--- config.mk ---
export PLATFORM = sky130hd
export DESIGN_NAME = rom_patch_unit
export DESIGN_NICKNAME = d
export VERILOG_FILES = /design/src/rtl/rom_patch_pkg.sv /design/src/rtl/rom_patch_regs.sv /design/src/rtl/rom_patch_cmp.sv /design/src/rtl/rom_patch_inject.sv /design/src/rtl/rom_patch_unit.sv
export SDC_FILE = /design/constraint.sdc
export NUM_CORES = 1
export LEC_CHECK = 0
export ABC_CLOCK_PERIOD_IN_PS = 3640
export BUFFER_PORTS_ARGS = -buffer_cell sky130_fd_sc_hd__buf_2
export CORE_UTILIZATION = 55
export DETAILED_ROUTE_END_ITERATION = 10
export GPL_TIMING_DRIVEN = 0
export MAX_ROUTING_LAYER = met4
export PLACE_DENSITY = 0.92
export SYNTH_ARGS = -nofsm -noshare
export SYNTH_HDL_FRONTEND = slang
export SYNTH_HIERARCHICAL = 1
export SYNTH_SLANG_ARGS = --single-unit
--- constraint.sdc ---
create_clock -name clk -period 3.64 [get_ports clk]
set_input_delay 0.546 -clock clk [delete_from_list [all_inputs] [get_ports clk]]
set_output_delay 0.546 -clock clk [all_outputs]
set_load 0.01 [all_outputs]
--- src/rtl/rom_patch_pkg.sv ---
package rom_patch_pkg;

   localparam int unsigned CH_COUNT = 2;
   localparam int unsigned SEL_W    = 2;

   typedef enum logic [SEL_W-1:0] {
      SEL_CTRL = 2'd0,
      SEL_ADR0 = 2'd1,
      SEL_ADR1 = 2'd2,
      SEL_NONE = 2'd3
   } reg_sel_e;

   // control layout: channel c status at bit 2c, enable at bit 2c+1
   function automatic int unsigned status_bit(input int unsigned ch);
      return 2 * ch;
   endfunction

   function automatic int unsigned enable_bit(input int unsigned ch);
      return 2 * ch + 1;
   endfunction

endpackage

--- src/rtl/rom_patch_regs.sv ---
module rom_patch_regs
   import rom_patch_pkg::*;
#(
   parameter int unsigned ADDR_W = 16,
   parameter int unsigned NCH    = CH_COUNT
) (
   input  logic                  clk,
   input  logic                  rst_n,
   input  logic                  wr_en,
   input  logic [SEL_W-1:0]      sel,
   input  logic [ADDR_W-1:0]     wdata,
   input  logic [NCH-1:0]        set_req,
   output logic [ADDR_W-1:0]     rdata,
   output logic [NCH-1:0]        chan_en,
   output logic [NCH*ADDR_W-1:0] chan_addr
);

   localparam int unsigned CTRL_W = 2 * NCH;

   if (CTRL_W > ADDR_W) begin : g_ctrl_too_wide
      $error("control register does not fit the data width");
   end
   if (NCH + 1 > (1 << SEL_W)) begin : g_sel_too_narrow
      $error("register select cannot reach every channel");
   end

   logic [CTRL_W-1:0] ctrl_q;
   logic              ctrl_wr;

   assign ctrl_wr = wr_en && (sel == SEL_CTRL);

   always_ff @(posedge clk or negedge rst_n) begin
      if (!rst_n) begin
         ctrl_q <= '0;
      end else begin
         if (ctrl_wr) begin
            ctrl_q <= wdata[CTRL_W-1:0];
         end
         for (int c = 0; c < NCH; c++) begin
            if (set_req[c]) begin
               ctrl_q[status_bit(c)] <= 1'b1;
            end
         end
      end
   end

   for (genvar c = 0; c < NCH; c++) begin : g_chan
      logic [ADDR_W-1:0] addr_q;
      logic              sel_hit;

      assign sel_hit = wr_en && (int'(sel) == c + 1);

      always_ff @(posedge clk or negedge rst_n) begin
         if (!rst_n) begin
            addr_q <= '0;
         end else if (sel_hit) begin
            addr_q <= wdata;
         end
      end

      assign chan_addr[c*ADDR_W +: ADDR_W] = addr_q;
      assign chan_en[c] = ctrl_q[enable_bit(c)];


      status_sticky_chk: assert property (@(posedge clk) disable iff (!rst_n)
         set_req[c] |=> ctrl_q[status_bit(c)]);
   end

   always_comb begin
      rdata = '0;
      if (sel == SEL_CTRL) begin
         rdata[CTRL_W-1:0] = ctrl_q;
      end
      for (int c = 0; c < NCH; c++) begin
         if (int'(sel) == c + 1) begin
            rdata = chan_addr[c*ADDR_W +: ADDR_W];
         end
      end
   end


   zero_write_chk: assert property (@(posedge clk) disable iff (!rst_n)
      (ctrl_wr && wdata == '0 && set_req == '0) |=> (ctrl_q == '0));

endmodule

--- src/rtl/rom_patch_cmp.sv ---
module rom_patch_cmp #(
   parameter int unsigned ADDR_W = 16,
   parameter int unsigned NCH    = 2
) (
   input  logic [ADDR_W-1:0]     fetch_addr,
   input  logic [NCH-1:0]        chan_en,
   input  logic [NCH*ADDR_W-1:0] chan_addr,
   output logic [NCH-1:0]        match
);

   if (NCH < 1) begin : g_no_chan
      $error("at least one correction channel is required");
   end

   for (genvar c = 0; c < NCH; c++) begin : g_cmp
      assign match[c] = chan_en[c] && (chan_addr[c*ADDR_W +: ADDR_W] == fetch_addr);
   end

endmodule

--- src/rtl/rom_patch_inject.sv ---
module rom_patch_inject #(
   parameter int unsigned          ADDR_W    = 16,
   parameter int unsigned          DATA_W    = 8,
   parameter int unsigned          NCH       = 2,
   parameter logic [DATA_W-1:0]    BRANCH_OP = 8'h9B,
   parameter logic [ADDR_W-1:0]    VECTOR    = 16'hF7FD
) (
   input  logic              clk,
   input  logic              rst_n,
   input  logic              fetch_valid,
   input  logic              fetch_opcode,
   input  logic [DATA_W-1:0] rom_data,
   input  logic [NCH-1:0]    match,
   output logic [DATA_W-1:0] fetch_data,
   output logic [NCH-1:0]    set_req
);

   localparam int unsigned VEC_BYTES = ADDR_W / DATA_W;
   localparam int unsigned INJ_LEN   = 1 + VEC_BYTES;
   localparam int unsigned CW        = $clog2(INJ_LEN);

   if (ADDR_W % DATA_W != 0) begin : g_bad_ratio
      $error("address width must be a whole number of data bytes");
   end

   logic [CW-1:0] seq_q;
   logic          busy;
   logic          start;

   assign busy  = (seq_q != '0);
   assign start = fetch_valid && fetch_opcode && !busy && (|match);

   function automatic logic [DATA_W-1:0] inj_byte(input logic [CW-1:0] idx);
      logic [ADDR_W-1:0] shifted;
      shifted = VECTOR >> ((int'(idx) - 1) * DATA_W);
      return shifted[DATA_W-1:0];
   endfunction

   always_ff @(posedge clk or negedge rst_n) begin
      if (!rst_n) begin
         seq_q <= '0;
      end else if (start) begin
         seq_q <= CW'(1);
      end else if (busy && fetch_valid) begin
         seq_q <= (seq_q == CW'(INJ_LEN - 1)) ? '0 : seq_q + CW'(1);
      end
   end

   always_comb begin
      if (fetch_valid && busy) begin
         fetch_data = inj_byte(seq_q);
      end else if (start) begin
         fetch_data = BRANCH_OP;
      end else begin
         fetch_data = rom_data;
      end
   end

   assign set_req = start ? match : '0;


   branch_op_chk: assert property (@(posedge clk) disable iff (!rst_n)
      (fetch_valid && fetch_opcode && !busy && (|match)) |-> (fetch_data == BRANCH_OP));


   operand_pass_chk: assert property (@(posedge clk) disable iff (!rst_n)
      (fetch_valid && !fetch_opcode && !busy) |-> (fetch_data == rom_data));


   idle_hold_chk: assert property (@(posedge clk) disable iff (!rst_n)
      !fetch_valid |=> $stable(seq_q));


   busy_no_set_chk: assert property (@(posedge clk) disable iff (!rst_n)
      busy |-> (set_req == '0));

endmodule

--- src/rtl/rom_patch_unit.sv ---
module rom_patch_unit
   import rom_patch_pkg::*;
#(
   parameter int unsigned       ADDR_W    = 16,
   parameter int unsigned       DATA_W    = 8,
   parameter logic [7:0]        BRANCH_OP = 8'h9B,
   parameter logic [15:0]       VECTOR    = 16'hF7FD
) (
   input  logic              clk,
   input  logic              rst_n,
   input  logic              reg_wr,
   input  logic [SEL_W-1:0]  reg_sel,
   input  logic [ADDR_W-1:0] reg_wdata,
   output logic [ADDR_W-1:0] reg_rdata,
   input  logic              fetch_valid,
   input  logic              fetch_opcode,
   input  logic [ADDR_W-1:0] fetch_addr,
   input  logic [DATA_W-1:0] rom_data,
   output logic [DATA_W-1:0] fetch_data
);

   localparam int unsigned NCH = CH_COUNT;

   logic [NCH-1:0]        chan_en;
   logic [NCH*ADDR_W-1:0] chan_addr;
   logic [NCH-1:0]        match;
   logic [NCH-1:0]        set_req;

   rom_patch_regs #(.ADDR_W(ADDR_W), .NCH(NCH)) u_regs (
      .clk       (clk),
      .rst_n     (rst_n),
      .wr_en     (reg_wr),
      .sel       (reg_sel),
      .wdata     (reg_wdata),
      .set_req   (set_req),
      .rdata     (reg_rdata),
      .chan_en   (chan_en),
      .chan_addr (chan_addr)
   );

   rom_patch_cmp #(.ADDR_W(ADDR_W), .NCH(NCH)) u_cmp (
      .fetch_addr (fetch_addr),
      .chan_en    (chan_en),
      .chan_addr  (chan_addr),
      .match      (match)
   );

   rom_patch_inject #(
      .ADDR_W    (ADDR_W),
      .DATA_W    (DATA_W),
      .NCH       (NCH),
      .BRANCH_OP (DATA_W'(BRANCH_OP)),
      .VECTOR    (ADDR_W'(VECTOR))
   ) u_inject (
      .clk          (clk),
      .rst_n        (rst_n),
      .fetch_valid  (fetch_valid),
      .fetch_opcode (fetch_opcode),
      .rom_data     (rom_data),
      .match        (match),
      .fetch_data   (fetch_data),
      .set_req      (set_req)
   );

endmodule

==> flow_metrics.py <==
metrics = {
    "floorplan": {
        "die_x_um": 67.2,
        "initial_core_util_pct": 57.7,
        "ios": 71,
        "die_area_mm2": 0.00452,
        "rows": 23,
        "design.core.area_mm2": 0.00406,
        "die_y_um": 67.2,
    },
    "routing": {
        "wl_per_cell_um": 17.9,
        "wl_um": 5470,
        "via_per_inst": 5.69,
        "detail-route-antenna-nets": 0,
        "dr.pass1.iters": 4,
        "remaining_drc_errors": 0,
        "drt_iter0_markers": 110,
        "vias": 1734,
    },
    "critical_path": {
        "worstPathMaxFanout": 3,
        "worstPathArrival_ns": 2.42,
        "r2r_cells": 7,
        "reg2reg_to": "u_inject/seq_q[1]$_DFFE_PN0P_",
        "path_class": "flop to output port",
        "rrSetupSlack_ns": 1.43,
        "endpoint_kind": "output port",
        "r2r-start": "u_regs/g_chan[0].addr_q[6]$_DFFE_PN0P_",
        "crit_required_ns": 3.09,
        "start_kind": "flop",
    },
    "pwr": {
        "internal_power_uw": 926,
        "swShare_pct": 28.6,
        "ir_drop_uv": 230,
        "p_leak_nw": 1.39,
        "power.density_mw_per_mm2": 454,
        "seq_power_share_pct": 44.4,
        "switchingPower_uw": 370,
        "combPwrFrac_pct": 27.2,
        "pwr-share-clk_pct": 28.4,
    },
    "sta": {
        "fin_ws_ns": 0.671,
        "fin_crit_sh_pct": 81.6,
        "maxSlewViolCount": 0,
        "finalHoldViolCount": 0,
        "period_minus_slack_ns": 2.97,
        "worst_pin_slew_ns": 0.855,
        "finClkSkew_ns": 0.00611,
        "rsz0062_at_grt": "false",
        "relSlewSlack_pct": 43.0,
        "fmax_mhz": 337,
        "final.setup.tns_ns": 0,
        "setup_viol": 0,
    },
    "yosys": {
        "synthFlopType": "dfrtp_1",
        "syn-instance-count": 180,
        "postSynthNetCount": 230,
        "synth_cell_types": 29,
        "synth.largest_area_cell": "dfrtp_1",
        "avgSynthCellArea_um2": 13.0,
        "syn-cell-area_mm2": 0.00234,
        "yosysSeqAreaShare_pct": 40.6,
        "synthTopCellsByArea": "dfrtp_1, mux2_4, xnor2_1",
        "synth-edff-count": 0,
        "synthArstFlopShare_pct": 100,
        "synth_seq_cells": 38,
        "synth_top_area_share_pct": 40.6,
        "ys.warnings.count": 6,
    },
    "clocking": {
        "cts_hold_buf": 0,
        "root_buffer": "clkbuf_8",
        "htreeDepth": 2,
        "postCtsSetupBuffers": 0,
        "cts_tree": "done",
        "cts.path.max_buffers": 2,
        "cts.sinks": 38,
        "clk_pin_slew_worst_paths_ns": 0.08,
        "clock_latency_ns": 0.29,
        "post_cts_resize_count": 0,
        "numCtsBuffers": 5,
    },
    "layout": {
        "layout.nets": 305,
        "insertedDiodeCount": 0,
        "drive_gt1_share_pct": 51.4,
        "area_growth_pct": 22.0,
    },
    "global_routing": {
        "grt_pass1_wl_um": 8290,
        "overflow": 0,
        "grt_max_degree": 39,
        "antenna_found_initial": 0,
        "grt_usage_pct": 26.5,
        "grt_pass1_vias": 1722,
    },
    "outcome": {
        "status": "finished, final reports clean",
    },
    "placement": {
        "pre_cts_slack_ns": 0.782,
        "gp_congestion": 0.843,
        "dpl.hpwl_um": 4010,
        "port_buffers": 68,
    },
    "job": {
        "drv_cap": 0,
    },
    "hold_path": {
        "hold_class": "input port to async pin",
    },
}
==> routing by layer <==
layer / track usage (%) / up-vias / wire [um]
met4: 9.31 / 0 / 89
met2: 43.3 / 76 / 2710
met3: 6.42 / 8 / 311
li1: - / 805 / -
met1: 31.8 / 845 / 2370
met5: - / - / 0
==> how the worst max path moves through the flow <==
stage | slack [ns] | cells past startpoint | end | from
4_1_cts | 0.70 | 8 | fetch_data[5] | u_regs/g_chan[0].addr_q[6]$_DFFE_PN0P_
3_3_place_gp | 0.83 | 9 | fetch_data[2] | fetch_addr[2]
5_1_grt | 0.54 | 8 | fetch_data[5] | u_regs/g_chan[1].addr_q[13]$_DFFE_PN0P_
2_1_floorplan | 1.26 | 7 | fetch_data[2] | fetch_addr[13]
6_report | 0.67 | 8 | fetch_data[5] | u_regs/g_chan[0].addr_q[6]$_DFFE_PN0P_
3_5_place_dp | 0.78 | 9 | fetch_data[5] | fetch_addr[6]
==> registers in the layout, indices dropped and copies added (netlist names) <==
name,count
u_regs/g_chan.addr_q,32
u_regs/ctrl_q,4
u_inject/seq_q,2
==> final cells by class <==
class	instances	area, um^2
multi-input cells	130	1300
fillers	292	1200
flip-flops and latches	38	951
repair buffers	68	340
clock buffers	6	82.6
plain buffers	9	77.6
well taps	50	62.6
clock inverters	1	30.0
inverters	3	11.3
==> worst max-delay path: stages (launching register included) <==
cell and delay, ns:
dfrtp_1 0.41, xor2_1 0.17, nor4_1 0.30, nand4_1 0.19, nor4_2 0.33, o21a_1 0.22
o21ai_0 0.16, a22o_1 0.21, buf_2 0.13
==> layout by cell type, fill, tap and decap left out, drive strengths merged, types with 3 or more instances in the layout <==
| master | instances |
|---|---|
| buf | 76 |
| dfrtp | 38 |
| mux2 | 35 |
| xnor2 | 24 |
| a22o | 15 |
| xor2 | 8 |
| clkbuf | 7 |
| nand4 | 6 |
| mux2i | 6 |
| o22a | 5 |
| nor2 | 5 |
| o2bb2ai | 4 |
| nor4 | 4 |
| nand2 | 3 |
| nor2b | 3 |
| inv | 3 |
| ha | 3 |
==> synthesized netlist by cell type, types with 2 or more instances <==
master and instances:
xor2_1 8, mux2_4 21, o2bb2ai_1 4, xnor2_1 24
nand2_1 3, ha_1 3, dfrtp_1 38, nor2b_1 3
a22o_1 15, buf_6 4, inv_1 3, nor4_2 2
nand4_1 6, nand3b_4 2, mux2_2 14, mux2i_1 6
nor2_1 5, o22a_2 5, buf_4 3, nor4_1 2
==> cell families after synthesis <==
kind of cell | count (synthesis) | synth area share, %
and+or+nand+nor | 26 | 8.61
adders and majority gates | 3 | 1.60
DFF | 38 | 40.6
AOI/OAI and AO/OA | 28 | 10.6
muxes | 41 | 22.8
xor gates and xnor gates | 32 | 12.0
buffers and inverters | 12 | 3.79
==> power groups by stage <==
stage / Sequential, mW / Clock [mW] / Combinational, mW
floorplan: 0.560 / 0 / 0.245
global placement: 0.574 / 0 / 0.337
detailed placement: 0.581 / 0 / 0.347
CTS: 0.574 / 0.371 / 0.353
global route: 0.584 / 0.385 / 0.380
finish: 0.576 / 0.367 / 0.352
==> per-stage QoR <==
step / instances / total power [mW] / hold slack, ns / util [%] / area (um^2)
6_report: 305 / 1.30 / 0.367 / 70.4 / 2860
5_1_grt: 305 / 1.35 / 0.432 / 70.4 / 2860
4_1_cts: 305 / 1.30 / 0.391 / 70.4 / 2860
3_5_place_dp: 298 / 0.929 / 0.535 / 67.6 / 2740
3_3_place_gp: 298 / 0.912 / 0.517 / 67.6 / 2740
2_1_floorplan: 180 / 0.806 / 0.250 / - / 2340
(Power assumes the default switching activity.)
